--- config.mk ---
export PLATFORM = sky130hd
export DESIGN_NAME = ata_taskfile_regs
export DESIGN_NICKNAME = d
export VERILOG_FILES = /design/src/rtl/ata_taskfile_regs.sv
export SDC_FILE = /design/constraint.sdc
export NUM_CORES = 1
export LEC_CHECK = 0
export ABC_AREA = 0
export ABC_CLOCK_PERIOD_IN_PS = 3950
export BUFFER_PORTS_ARGS = -buffer_cell sky130_fd_sc_hd__buf_2
export CAP_MARGIN = 5
export CELL_PAD_IN_SITES_DETAIL_PLACEMENT = 1
export CELL_PAD_IN_SITES_GLOBAL_PLACEMENT = 1
export CORE_ASPECT_RATIO = 1.2
export CORE_UTILIZATION = 41
export DETAILED_ROUTE_END_ITERATION = 10
export PLACE_DENSITY_LB_ADDON = 0.2
export SLEW_MARGIN = 15
export SYNTH_ARGS = -nofsm -noshare
export SYNTH_HDL_FRONTEND = slang
export SYNTH_SLANG_ARGS = --single-unit
--- constraint.sdc ---
create_clock -name clk -period 3.95 [get_ports clk]
set_clock_uncertainty 0.1 [all_clocks]
set_input_delay 0.1975 -clock clk [delete_from_list [all_inputs] [get_ports clk]]
set_output_delay 0.1975 -clock clk [all_outputs]
set_load 0.005 [all_outputs]
--- src/rtl/ata_taskfile_regs.sv ---
module ata_taskfile_regs #(
  parameter int RST_HOLD = 4,
  parameter int DW = 16
) (
  input  logic          clk,
  input  logic          rst_n,
  input  logic          cs_cmd_n,
  input  logic          cs_ctl_n,
  input  logic [2:0]    addr,
  input  logic          rd_stb,
  input  logic          wr_stb,
  input  logic [DW-1:0] wdata,
  output logic [DW-1:0] rdata,
  output logic          intrq,
  output logic          fifo_wr,
  output logic [DW-1:0] fifo_wdata,
  output logic          fifo_rd,
  input  logic [DW-1:0] fifo_rdata,
  output logic          cmd_start,
  output logic [7:0]    cmd_code,
  output logic [7:0]    tf_feat,
  output logic [7:0]    tf_count,
  output logic [7:0]    tf_sector,
  output logic [15:0]   tf_cyl,
  output logic [7:0]    tf_devhead,
  output logic          dev_reset,
  input  logic          exec_done,
  input  logic [6:0]    exec_status,
  input  logic [7:0]    exec_error
);
  localparam int CW = $clog2(RST_HOLD + 1);
  localparam logic [6:0] ST_SIG = 7'h50;

  logic          busy, nien, pend;
  logic [6:0]    st;
  logic [7:0]    err;
  logic [CW-1:0] rcnt;
  logic [7:0]    status_val;
  logic [DW-1:0] rd_mux;

  wire sel_cmd = !cs_cmd_n && cs_ctl_n;
  wire sel_ctl = cs_cmd_n && !cs_ctl_n && (addr == 3'd6);
  wire wr_cmd  = wr_stb && sel_cmd && !busy;
  wire wr_ctl  = wr_stb && sel_ctl;
  wire rd_stat = rd_stb && sel_cmd && (addr == 3'd7);
  wire done    = exec_done && busy && !dev_reset && (rcnt == '0);

  assign status_val = busy ? 8'h80 : {1'b0, st};
  assign intrq      = pend && !nien;
  assign fifo_wr    = wr_cmd && (addr == 3'd0);
  assign fifo_wdata = wdata;
  assign fifo_rd    = rd_stb && sel_cmd && (addr == 3'd0) && !busy;

  always_comb begin
    rd_mux = '0;
    if (sel_ctl) rd_mux[7:0] = status_val;
    else begin
      case (addr)
        3'd0: rd_mux = busy ? '0 : fifo_rdata;
        3'd1: rd_mux[7:0] = err;
        3'd2: rd_mux[7:0] = tf_count;
        3'd3: rd_mux[7:0] = tf_sector;
        3'd4: rd_mux[7:0] = tf_cyl[7:0];
        3'd5: rd_mux[7:0] = tf_cyl[15:8];
        3'd6: rd_mux[7:0] = tf_devhead;
        default: rd_mux[7:0] = status_val;
      endcase
    end
  end

  always_ff @(posedge clk or negedge rst_n) begin
    if (!rst_n) begin
      busy <= 1'b0; nien <= 1'b0; pend <= 1'b0; dev_reset <= 1'b0;
      st <= ST_SIG; err <= 8'h01; rcnt <= '0;
      tf_feat <= 8'h00; tf_count <= 8'h01; tf_sector <= 8'h01;
      tf_cyl <= 16'h0000; tf_devhead <= 8'h00;
      cmd_start <= 1'b0; cmd_code <= 8'h00; rdata <= '0;
    end else begin
      cmd_start <= 1'b0;

      if (rcnt != '0 && !dev_reset) begin
        rcnt <= rcnt - CW'(1);
        if (rcnt == CW'(1)) begin
          busy <= 1'b0;
          st   <= ST_SIG;
        end
      end

      if (wr_cmd) begin
        case (addr)
          3'd1: tf_feat    <= wdata[7:0];
          3'd2: tf_count   <= wdata[7:0];
          3'd3: tf_sector  <= wdata[7:0];
          3'd4: tf_cyl[7:0]  <= wdata[7:0];
          3'd5: tf_cyl[15:8] <= wdata[7:0];
          3'd6: tf_devhead <= wdata[7:0];
          3'd7: begin
            busy      <= 1'b1;
            cmd_start <= 1'b1;
            cmd_code  <= wdata[7:0];
            pend      <= 1'b0;
          end
          default: ;
        endcase
      end

      if (rd_stat) pend <= 1'b0;

      if (done) begin
        busy <= 1'b0;
        st   <= exec_status;
        err  <= exec_error;
        pend <= 1'b1;
      end

      if (wr_ctl) begin
        nien <= wdata[1];
        if (wdata[2]) begin
          dev_reset <= 1'b1;
          busy      <= 1'b1;
          pend      <= 1'b0;
          rcnt      <= '0;
          err       <= 8'h01;
          tf_count  <= 8'h01;
          tf_sector <= 8'h01;
          tf_cyl    <= 16'h0000;
          tf_devhead <= 8'h00;
        end else if (dev_reset) begin
          dev_reset <= 1'b0;
          rcnt      <= CW'(RST_HOLD);
        end
      end

      if (rd_stb && (sel_cmd || sel_ctl)) rdata <= rd_mux;
    end
  end
endmodule

Word level (Yosys, flattened, before mapping). Cells that the tools add are included.

Flip-flop bits (word level): 95. Logic and storage cells: 104.

Add/subtract/negate cells: 1. Equality and inequality tests: 8. Multiplexer cells: 49. Reduce and logical (&&, ||, !) cells: 31.

Operators by type and width (number): $mux 8 (21); $mux 16 (4); $pmux 8 s7 (1); $mux 7 (3); $logic_and 1x1->1 (17); $mux 1 (16); $eq 3x3->1 const B (4); $mux 3 (4); $eq 3x1->1 const B (2); $eq 3x2->1 const B (2); $logic_not 3->1 (2); $reduce_and 2->1 (3); $logic_not 1->1 (5); $reduce_bool 2->1 (2); $reduce_bool 3->1 (1); $sub 3x1->3 const B (1); $logic_or 1x1->1 (1).

Longest topological paths before layout. Gate-level depths: netlist of the first run.

Depth in word-level cells: 9. Depth in mapped cells: 7. Mapped depth without buffers: 7.

Least setup slack after synthesis of the first run. No wires, ideal clock.

Path kind: register -> register. Start point: reg rcnt[0]. End point: reg err[1]. Library setup time: 0.077 ns. Arrival: 1.603 ns. Required time: 3.773 ns. Slack: 2.170 ns. Cell stages (with the launch flop): 8. Period minus slack after synthesis: 1.780 ns. Path through: dfrtp_1 inv_1 ha_1 nand2b_1 nor3_1 buf_2 nand2_1 a21oi_1.

Cells in the longest elaborated chain, start to end: 5.

RTL lines: from (decl) (line 37) `logic [CW-1:0] rcnt;`; from (signal assigned) (line 82) `rcnt <= rcnt - CW'(1);`; from (signal assigned) (line 130) `rcnt <= CW'(RST_HOLD);`; $logic_not 3->1 * (line 46) `wire done = exec_done && busy && !dev_reset && (rcnt == '0);`; $logic_and 1x1->1 * (line 46); $mux 8 * (line 109) `if (done) begin`; $mux 8 (line 118) `if (wdata[2]) begin`; $mux 8 * (line 116) `if (wr_ctl) begin`; to (signal assigned) (line 112) `err <= exec_error;`; to (decl) (line 36) `logic [7:0] err;`.

Every way passes the cells marked *; elsewhere a longest branch is shown, timed or not. A chain may end at the register's enable or synchronous reset.

Worst setup path in the final report of the first run.
Start point: reg busy. End point: reg rdata[5].

Cells in the longest elaborated chain, start to end: 3.

RTL lines: from (decl) (line 34) `logic busy, nien, pend;`; from (signal assigned) (line 73) `busy <= 1'b0; nien <= 1'b0; pend <= 1'b0; dev_reset <= 1'b0;`; from (signal assigned) (line 84) `busy <= 1'b0;`; from (signal assigned) (line 98) `busy <= 1'b1;`; $mux 8 / $mux 16 (equally long branches) (line 48, 59); $pmux 8 s7 (line 58) `case (addr)`; $mux 8 * (line 56) `if (sel_ctl) rd_mux[7:0] = status_val;`; to (signal assigned) (line 134) `if (rd_stb && (sel_cmd || sel_ctl)) rdata <= rd_mux;`; to (decl) (line 13) `output logic [DW-1:0] rdata,`.

Marked as above.

==> impl_metrics.tcl, run 1 <==
set metrics [dict create \
    avgViaCountPerCell 5.59 \
    start_point_of_the_worst_hold_path "fifo_rdata[10]" \
    synth_top_family_by_area "simple AND/OR/NAND/NOR gates" \
    floorplan.die.width_um 99.1 \
    core_region_area_um2 11000 \
    power.sequential.fraction 0.467 \
    gpl.final_weighted_congestion 0.872 \
    syn_inst 449 \
    area_growth_from_synthesis_to_layout_pct 24.2 \
    synth_warn 0 \
    number_of_global_route_vias_before_repair 4157 \
    layout.nets 637 \
    cts_buffer_depth 2 \
    cts_resized 0 \
    synth_compound_gate_area_share 0.148 \
    hold_slack_ns 0.00191 \
    utilization 0.522 \
    synthMuxAreaShare 0.111 \
    grt_first_pass_wirelength_um 23100 \
    min_period_over_period 0.582 \
    timing.rr.end "rdata[5]" \
    tritoncts "done" \
    power.leakage_nw 2.81 \
    report.final.slew_viol_count 0 \
    ys_dominant_reg_cell "sky130_fd_sc_hd__dfrtp_1" \
    totalNegativeSetupSlack_ns 0 \
    power.share.clock 0.269 \
    regToRegSetupSlack_ns 1.65 \
    ioPinCount 150 \
    timing_worst_slew_pin_value_ns 1.09 \
    synthXorXnorAreaFrac 0 \
    swShare 0.320 \
    max-cap-violations 0 \
    num_antenna_cells 0 \
    slew-limit-headroom 0.275 \
    syn_area_per_cell_um2 10.3 \
    synth-seq-area-share 0.514 \
    drive_above_1_share 0.325 \
    path_max_fanout 13 \
    place.detailed.instances 680 \
    syn-num-nets 509 \
    timing.fmax_mhz 435 \
    min_period_ns 2.30 \
    yosys_register_bits 95 \
    placement.cell_area_um2 5280 \
    rows 42 \
    syn_area_um2 4640 \
    detail_route.wirelength_um 14400 \
    hold_path_end "rdata[10]" \
    reg2regPathDepth 5 \
    number_of_remaining_drc_errors 0 \
    hold_path.class "in -> reg" \
    critPathKind "reg -> reg" \
    route.vias.total 3989 \
    power.internal_mw 2.21 \
    combinational_power_share 0.264 \
    clock-root-buffer "sky130_fd_sc_hd__clkbuf_16" \
    worst_setup_path_start_kind "flip-flop" \
    switching_pwr_mw 1.04 \
    timing.final.hold_violations 0 \
    arrival_ns 2.36 \
    floorplan.initialDensity 0.420 \
    worstReg2RegStart "busy" \
    cts_sinks 95 \
    number_of_antenna_violations_at_the_first_check_in_global_routing 0 \
    yosysUniqueCellTypes 50 \
    stdcell_area_um2 5760 \
    fin_cells 713 \
    worst_ir_drop_vdd_mv 0.286 \
    htree_num_levels 3 \
    final-setup-viol-count 0 \
    total_power_mw 3.25 \
    hold_path_depth 3 \
    pin_count_of_the_biggest_net_entering_global_routing 61 \
    cp_data_required_time_ns 4.01 \
    clk-insertion-delay-late_ns 0.34 \
    synth_enable_flop_cells 0 \
    detail_route.iter0.violations 236 \
    die_h_um 119 \
    cts_inserted_buffers 9 \
    grt_overflow_total 0 \
    path_clk_slew_ns 0.07 \
    firstDrtPassIters 4 \
    post-place-ws_ns 1.51 \
    unrepaired_setup_endpoints_after_global_routing "false" \
    port-buffer-count 133 \
    postSynth.asyncResetShare 1.00 \
    grt.total_usage 0.260 \
    route.detailed.wl_per_inst_um 20.2 \
    synthAdderAreaFrac 0.00809 \
    timing.final.ws_setup_ns 1.65 \
    drt.antenna.violating_nets 0 \
    endpoint_kind "flip-flop" \
    run_status "completed" \
    die_area_um2 11700 \
    power.density_nw_per_um2 565 \
    synthSimpleGateAreaFrac 0.165 \
    detailed_place_hpwl_um 10400 \
]
-- how the worst max path moves through the flow --
stage                     slack (ns)  startpoint  cells past startpoint        end
after floorplan                 2.17     rcnt[0]                      7     err[1]
after global placement          1.61     addr[2]                      6  tf_cyl[7]
after detailed placement        1.51     addr[2]                      6  tf_cyl[6]
after CTS                       1.70        busy                      5   rdata[5]
after global routing            1.55        busy                      5   rdata[4]
final                           1.65        busy                      5   rdata[5]
-- cell families after synthesis --
| group | after synthesis |
|---|---|
| flip-flops | 95 |
| adder cells (fa/ha/maj) | 3 |
| buffers and inverters | 43 |
| multiplexers | 49 |
| AO/OA/AOI/OAI | 102 |
| AND/OR/NAND/NOR | 157 |
-- layout by cell type, fill, tap and decap left out, types with 2 or more instances in the layout --
master	synthesis	layout
sky130_fd_sc_hd__a31oi_1	3	3
sky130_fd_sc_hd__dfrtp_1	90	90
sky130_fd_sc_hd__mux2_2	19	19
sky130_fd_sc_hd__a21oi_1	30	30
sky130_fd_sc_hd__nor3_1	3	3
sky130_fd_sc_hd__o211ai_1	7	7
sky130_fd_sc_hd__nand2b_1	4	4
sky130_fd_sc_hd__dfstp_2	5	5
sky130_fd_sc_hd__ha_1	3	3
sky130_fd_sc_hd__clkbuf_8	0	2
sky130_fd_sc_hd__o22a_1	2	2
sky130_fd_sc_hd__mux2i_1	30	30
sky130_fd_sc_hd__a21boi_0	3	3
sky130_fd_sc_hd__nor2_8	2	2
sky130_fd_sc_hd__nor2_1	41	41
sky130_fd_sc_hd__a221oi_1	5	5
sky130_fd_sc_hd__nand3_1	11	11
sky130_fd_sc_hd__o221ai_1	5	5
sky130_fd_sc_hd__a221o_1	2	2
sky130_fd_sc_hd__inv_1	3	3
sky130_fd_sc_hd__dlygate4sd3_1	0	18
sky130_fd_sc_hd__a211oi_1	4	4
sky130_fd_sc_hd__a22o_1	15	15
sky130_fd_sc_hd__o21ai_0	18	18
sky130_fd_sc_hd__buf_2	14	132
sky130_fd_sc_hd__nand2_1	74	74
sky130_fd_sc_hd__nor2b_1	8	8
sky130_fd_sc_hd__buf_4	18	6
sky130_fd_sc_hd__clkbuf_16	0	9
-- power groups by stage --
stage / clock network (mW) / registers, mW / logic (mW)
2_1_floorplan: 0 / 1.45 / 0.496
3_3_place_gp: 0 / 1.52 / 0.818
3_5_place_dp: 0 / 1.53 / 0.848
4_1_cts: 0.899 / 1.52 / 0.869
5_1_grt: 0.934 / 1.55 / 0.955
6_report: 0.875 / 1.52 / 0.858
-- state kept, by name, indices dropped and copies added (netlist names), 3 cells and up --
register and flops:
rdata 16, tf_cyl 16, cmd_code 8, err 8, tf_count 8, tf_devhead 8, tf_feat 8, tf_sector 8
st 7, rcnt 3
-- Yosys cell counts, drive strengths merged, types with 3 or more instances --
cell,count,area share
nor2b,8,0.011
a21oi,30,0.032
dfstp,5,0.028
nand2b,4,0.0054
mux2i,30,0.065
mux2,19,0.046
a221oi,5,0.0094
o211ai,7,0.011
nor4,3,0.0073
o221ai,5,0.0094
nand2,74,0.060
nor2,45,0.046
clkbuf,6,0.0049
a211oi,4,0.0065
nand3,11,0.012
a31oi,3,0.0040
buf,33,0.047
dfrtp,90,0.49
ha,3,0.0081
o21ai,19,0.020
a21boi,3,0.0049
a22o,15,0.028
nor3,4,0.0067
inv,4,0.0032
-- area by class of cell --
type,instances,area (µm²)
clock buffers,12,256
clock inverters,3,42.5
fillers,1289,5280
inverters,4,15.0
multi-input cells,311,2010
flip-flops and latches,95,2380
well taps,132,165
repair buffers,156,886
-- timing repair --
| action | in CTS | in global routing |
|---|---|---|
| buffers inserted | 0 | 0 |
| hold buffers | 18 | 0 |
| hold endpoints to repair | 75 | 0 |
-- routing by layer --
layer | GRT usage | wire length (µm) | vias to the layer above
met1 | 0.337 | 6410 | 2018
met2 | 0.437 | 7090 | 125
li1 | - | - | 1829
met3 | 0.0574 | 675 | 17
met4 | 0.0744 | 263 | 0
met5 | 0 | 0 | -
-- worst max-delay path, cell delays in order, from the launching register on --
cell and delay, ns:
sky130_fd_sc_hd__dfrtp_1 0.73, sky130_fd_sc_hd__nor2_1 0.26, sky130_fd_sc_hd__a22o_1 0.26, sky130_fd_sc_hd__a221oi_1 0.27
sky130_fd_sc_hd__a21boi_0 0.31, sky130_fd_sc_hd__o221ai_1 0.19
(Power assumes the default switching activity.)
==> inputs of run 2 (changes only) <==
--- a/config.mk
+++ b/config.mk
@@ -6,13 +6,13 @@
 export NUM_CORES = 1
 export LEC_CHECK = 0
 export ABC_AREA = 0
-export ABC_CLOCK_PERIOD_IN_PS = 3950
+export ABC_CLOCK_PERIOD_IN_PS = 2200
 export BUFFER_PORTS_ARGS = -buffer_cell sky130_fd_sc_hd__buf_2
 export CAP_MARGIN = 5
 export CELL_PAD_IN_SITES_DETAIL_PLACEMENT = 1
 export CELL_PAD_IN_SITES_GLOBAL_PLACEMENT = 1
 export CORE_ASPECT_RATIO = 1.2
-export CORE_UTILIZATION = 41
+export CORE_UTILIZATION = 38
 export DETAILED_ROUTE_END_ITERATION = 10
 export PLACE_DENSITY_LB_ADDON = 0.2
 export SLEW_MARGIN = 15
==> constraint.sdc (replaced) <==
create_clock -name clk -period 2.2 [get_ports clk]
set_clock_uncertainty 0.1 [all_clocks]
set_input_delay 0.11 -clock clk [delete_from_list [all_inputs] [get_ports clk]]
set_output_delay 0.11 -clock clk [all_outputs]
set_load 0.005 [all_outputs]
==> run 2 against run 1 <==
  * Core utilization decreased by 0.88 points
  * Sequential power increased by 80%
  * Critical endpoint is now tf_cyl[3]
  * Via count increased by 3.4%
  * Flip-flop and latch count unchanged
  * Largest power group unchanged
  * Combinational power increased by 90%
  * Clock power increased by 81%
  * Highest routed layer unchanged
==> impl_metrics.tcl, run 2 (synthesis gave the netlist of run 1 again) <==
set metrics [dict create \
    hold_path.class "in -> reg" \
    grt.total_usage 0.262 \
    most_common_cell_after_layout_fill_and_taps_aside "sky130_fd_sc_hd__buf_2" \
    cts_resized 0 \
    layout_top_registers "rdata (16), tf_cyl (16)" \
    report.final.slew_viol_count 0 \
    multi_input_comb_area_um2 2010 \
    endpoint_kind "flip-flop" \
    combinational_power_share 0.274 \
    swShare 0.327 \
    worst_setup_path_start_kind "flip-flop" \
    unrepaired_setup_endpoints_after_global_routing "false" \
    reg2regPathDepth 5 \
    power.sequential.fraction 0.460 \
    num_antenna_cells 0 \
    arrival_ns 2.02 \
    port-buffer-count 133 \
    placement.cell_area_um2 5480 \
    cts_hold_buf 24 \
    pin_count_of_the_biggest_net_entering_global_routing 41 \
    timing.fmax_mhz 528 \
    path_max_fanout 11 \
    layout_common_cells "132 x sky130_fd_sc_hd__buf_2, 90 x sky130_fd_sc_hd__dfrtp_1, 74 x sky130_fd_sc_hd__nand2_1" \
    route.detailed.wl_per_inst_um 20.3 \
    hold_path_depth 3 \
    cts_sinks 95 \
    route.vias.total 4123 \
    worst_ir_drop_vdd_mv 0.689 \
    setup_fix_bufs_post_cts 0 \
    firstDrtPassIters 4 \
    drt.antenna.violating_nets 0 \
    grt_first_pass_wirelength_um 24300 \
    die_h_um 123 \
    number_of_global_route_vias_before_repair 4414 \
    number_of_antenna_violations_at_the_first_check_in_global_routing 0 \
    path_clk_slew_ns 0.06 \
    cts_inserted_buffers 9 \
    cp_data_required_time_ns 2.33 \
    min_period_over_period 0.861 \
    sequential_cell_area_um2 2380 \
    timing_worst_slew_pin_value_ns 0.623 \
    utilization 0.513 \
    drive_above_1_share 0.343 \
    min_period_ns 1.89 \
    die_area_um2 12700 \
    final-setup-viol-count 0 \
    clk-insertion-delay-late_ns 0.35 \
    power.share.clock 0.265 \
    floorplan.initialDensity 0.396 \
    ioPinCount 150 \
    rows 43 \
    hold_slack_ns 0.00804 \
    detail_route.iter0.violations 221 \
    critPathKind "reg -> reg" \
    avgViaCountPerCell 5.40 \
    layout.nets 662 \
    cts_buffer_depth 2 \
    tritoncts "done" \
    floorplan.die.width_um 103 \
    number_of_remaining_drc_errors 0 \
    power.leakage_nw 2.94 \
    area_growth_from_synthesis_to_layout_pct 29.7 \
    grt_overflow_total 0 \
    gpl.final_weighted_congestion 0.898 \
    detailed_place_hpwl_um 11500 \
    stdcell_area_um2 6020 \
    n_fill_cell 1373 \
    switching_pwr_mw 1.94 \
    core_region_area_um2 11700 \
    totalNegativeSetupSlack_ns 0 \
    power.density_nw_per_um2 986 \
    slew-limit-headroom 0.581 \
    timing.final.hold_violations 0 \
    detail_route.wirelength_um 15500 \
    clock-root-buffer "sky130_fd_sc_hd__clkbuf_16" \
    run_status "completed" \
    max-cap-violations 0 \
    htree_num_levels 3 \
    power.internal_mw 3.99 \
]
run 2: cell types whose count changed in the layout (fill, tap and decap cells not counted):
cell | previous run | this run
sky130_fd_sc_hd__buf_4 | 6 | 23
sky130_fd_sc_hd__clkbuf_8 | 2 | 1
sky130_fd_sc_hd__dlygate4sd3_1 | 18 | 24
sky130_fd_sc_hd__clkinv_4 | 0 | 3
sky130_fd_sc_hd__clkinvlp_4 | 1 | 0
sky130_fd_sc_hd__clkinv_2 | 1 | 0
sky130_fd_sc_hd__buf_12 | 0 | 2
run 2: power by group through the flow:
| stage | logic [mW] | registers (mW) | clock network (mW) |
|---|---|---|---|
| finish | 1.63 | 2.73 | 1.58 |
| global route | 1.83 | 2.79 | 1.67 |
| CTS | 1.65 | 2.73 | 1.61 |
| detailed placement | 1.60 | 2.76 | 0 |
| global placement | 1.54 | 2.75 | 0 |
| floorplan | 0.891 | 2.60 | 0 |
run 2: per-layer routing:
layer  up-vias  part of all wire  GRT usage
met5         -                 0          0
met4         0             0.023     0.0960
met3        27             0.055     0.0520
met2       146              0.49      0.441
met1      2062              0.43      0.332
li1       1888                 -          -
run 2: area by class of cell:
type,instances,area share
well taps,157,0.0326
flip-flops and latches,95,0.396
multi-input cells,311,0.334
inverters,4,0.00249
clock inverters,4,0.00935
clock buffers,11,0.0403
repair buffers,181,0.185
run 2: final timing paths:
path	from	slack, ns	endpoint
max	busy	0.31	tf_cyl[3]
min	wdata[5]	0.008	tf_cyl[13]
max reg2reg	busy	0.31	tf_cyl[3]
min reg2reg	rdata[11]	0.37	rdata[11]
max in group asynchronous	rst_n	1.13	tf_cyl[3]
min in group asynchronous	rst_n	0.15	rdata[12]
run 2: critical path: stages (launching register included):
cell                      delay [ns]
sky130_fd_sc_hd__dfrtp_1        0.47
sky130_fd_sc_hd__or3_4          0.54
sky130_fd_sc_hd__nor3_4         0.18
sky130_fd_sc_hd__buf_4          0.21
sky130_fd_sc_hd__mux2i_1        0.20
sky130_fd_sc_hd__nor2_1         0.07
run 2: through the flow:
stage	instances	worst slack [ns]	total power, mW
2_1_floorplan	449	0.420	3.49
3_3_place_gp	724	0.353	4.29
3_5_place_dp	724	0.317	4.36
4_1_cts	763	0.308	5.99
5_1_grt	763	0.158	6.29
6_report	763	0.306	5.93
==> inputs of run 3 (changes only) <==
--- a/config.mk
+++ b/config.mk
@@ -7,7 +7,7 @@
 export LEC_CHECK = 0
 export ABC_AREA = 0
 export ABC_CLOCK_PERIOD_IN_PS = 2200
-export BUFFER_PORTS_ARGS = -buffer_cell sky130_fd_sc_hd__buf_2
+export BUFFER_PORTS_ARGS = -buffer_cell sky130_fd_sc_hd__buf_4
 export CAP_MARGIN = 5
 export CELL_PAD_IN_SITES_DETAIL_PLACEMENT = 1
 export CELL_PAD_IN_SITES_GLOBAL_PLACEMENT = 1
==> run 3 against run 2 <==
  * First-iteration DRC count stayed put
  * Sequential power barely moved
  * Die area is the same
  * Non-clock buffer count fell by 2
  * Worst setup slack worse by 0.076 ns
  * Critical path depth is 2 lower
  * Cell count shrank 0.13%
  * Cell area grew 6.5%
  * Fmax is 3.9% lower
  * Core utilization grew 3.4 points
  * Wire length grew 1.8%
  * Combinational power increased by 13%
  * Largest cell class unchanged
  * Highest routed layer unchanged
==> impl_metrics.tcl, run 3 (synthesis gave the netlist of run 1 again) <==
set metrics [dict create \
    switching_pwr_mw 1.97 \
    rows 43 \
    cts_inserted_buffers 9 \
    clock-root-buffer "sky130_fd_sc_hd__clkbuf_16" \
    area_growth_from_synthesis_to_layout_pct 38.2 \
    path_clk_slew_ns 0.07 \
    run_status "completed" \
    total_power_mw 6.46 \
    gpl.final_weighted_congestion 0.869 \
    n_fill_cell 1341 \
    layout_common_cells "148 x sky130_fd_sc_hd__buf_4, 90 x sky130_fd_sc_hd__dfrtp_1, 74 x sky130_fd_sc_hd__nand2_1" \
    route.detailed.wl_per_inst_um 20.7 \
    number_of_remaining_drc_errors 0 \
    worstSetupStartpoint "busy" \
    hold_path.class "in -> reg" \
    power.share.clock 0.293 \
    core_region_area_um2 11700 \
    timing.fmax_mhz 508 \
    drive_above_1_share 0.336 \
    min_period_over_period 0.895 \
    critPathKind "reg -> reg" \
    report.final.slew_viol_count 0 \
    avgViaCountPerCell 5.40 \
    grt_overflow_total 0 \
    floorplan.die.width_um 103 \
    floorplan.initialDensity 0.396 \
    pin_count_of_the_biggest_net_entering_global_routing 55 \
    layout.nets 660 \
    endpoint "tf_feat[6]" \
    reg2regPathDepth 3 \
    worstReg2RegStart "busy" \
    port-buffer-count 133 \
    die_area_um2 12700 \
    power.internal_mw 4.49 \
    route.vias.total 4115 \
    number_of_global_route_vias_before_repair 4377 \
    path_max_fanout 9 \
    cts_buffer_depth 2 \
    setup_fix_bufs_post_cts 0 \
    endpoint_kind "flip-flop" \
    slew-limit-headroom 0.571 \
    most_common_cell_after_layout_fill_and_taps_aside "sky130_fd_sc_hd__buf_4" \
    swShare 0.305 \
    worst_ir_drop_vdd_mv 0.437 \
    totalNegativeSetupSlack_ns 0 \
    cts_hold_buf 29 \
    arrival_ns 2.10 \
    num_antenna_cells 0 \
    number_of_antenna_violations_at_the_first_check_in_global_routing 0 \
    layout_top_registers "rdata (16), tf_cyl (16)" \
    cp_data_required_time_ns 2.33 \
    power.sequential.fraction 0.423 \
    worst_setup_path_start_kind "flip-flop" \
    detail_route.iter0.violations 221 \
    final-setup-viol-count 0 \
    min_period_ns 1.97 \
    detail_route.wirelength_um 15800 \
    power.leakage_nw 3.03 \
    unrepaired_setup_endpoints_after_global_routing "false" \
    cts_sinks 95 \
    clk-insertion-delay-late_ns 0.34 \
    die_h_um 123 \
    timing_worst_slew_pin_value_ns 0.639 \
    htree_num_levels 3 \
    max-cap-violations 0 \
    ioPinCount 150 \
    combinational_power_share 0.285 \
    grt.total_usage 0.262 \
    tritoncts "done" \
    firstDrtPassIters 4 \
    detailed_place_hpwl_um 11300 \
    regToRegSetupSlack_ns 0.23 \
    drt.antenna.violating_nets 0 \
    timing.rr.end "tf_feat[6]" \
    timing.final.hold_violations 0 \
    power.density_nw_per_um2 1010 \
    grt_first_pass_wirelength_um 24400 \
    cts_resized 0 \
]
## run 3: cell types whose count changed in the layout (fill, tap and decap cells not counted), moves of 2 or more
cell	change
sky130_fd_sc_hd__clkbuf_8	+2
sky130_fd_sc_hd__dlygate4sd3_1	+5
sky130_fd_sc_hd__buf_2	-132
sky130_fd_sc_hd__bufinv_16	+2
sky130_fd_sc_hd__buf_4	+125
sky130_fd_sc_hd__clkinv_4	-3
## run 3: critical path: stages, from the launching register on
cell and delay [ns]:
sky130_fd_sc_hd__dfrtp_1 0.51, sky130_fd_sc_hd__buf_4 0.23, sky130_fd_sc_hd__nor4_4 0.61, sky130_fd_sc_hd__mux2_2 0.41
## run 3: power by group through the flow
stage | sequential (mW) | combinational [mW] | clock (mW)
after floorplan | 2.60 | 0.891 | 0
after global placement | 2.73 | 1.73 | 0
after detailed placement | 2.75 | 1.80 | 0
after CTS | 2.73 | 1.86 | 1.92
after global routing | 2.78 | 2.03 | 1.98
final | 2.73 | 1.84 | 1.89
## run 3: cell type report
class	count	area, µm²	share of cell area
multi-input cells	311	2010	0.314
flip-flops and latches	95	2380	0.372
clock inverters	4	98.8	0.0154
inverters	4	15.0	0.00234
repair buffers	179	1440	0.225
well taps	157	196	0.0306
clock buffers	12	267	0.0416
## run 3: worst min path at each step
| stage | start | end | slack, ns | cells past startpoint |
|---|---|---|---|---|
| after floorplan | rst_n | busy | -0.29 | 0 |
| after global placement | rst_n | rdata[15] | 0.04 | 1 |
| after detailed placement | rst_n | rdata[15] | 0.04 | 1 |
| after CTS | wdata[6] | tf_count[6] | 0.006 | 3 |
| after global routing | wdata[6] | tf_count[6] | 0.01 | 3 |
| final | wdata[1] | tf_cyl[9] | 0.01 | 3 |
## run 3: routing by layer
| metal | part of all wire | vias to the layer above | wire, µm | track usage |
|---|---|---|---|---|
| met3 | 0.060 | 19 | 951 | 0.0548 |
| li1 | - | 1879 | - | - |
| met4 | 0.017 | 0 | 266 | 0.0766 |
| met5 | 0 | - | 0 | 0 |
| met1 | 0.40 | 2080 | 6360 | 0.326 |
| met2 | 0.52 | 137 | 8190 | 0.454 |
## run 3: metrics by stage
step | hold WS, ns | instance area (µm²) | instances | utilization | worst slack [ns]
finish | 0.0112 | 6410 | 762 | 0.547 | 0.230
global placement | 0.0378 | 5760 | 717 | 0.491 | 0.283
floorplan | -0.286 | 4640 | 449 | - | 0.420
global route | 0.0102 | 6410 | 762 | 0.547 | 0.145
CTS | 0.00609 | 6410 | 762 | 0.547 | 0.219
detailed placement | 0.0412 | 5760 | 717 | 0.491 | 0.208
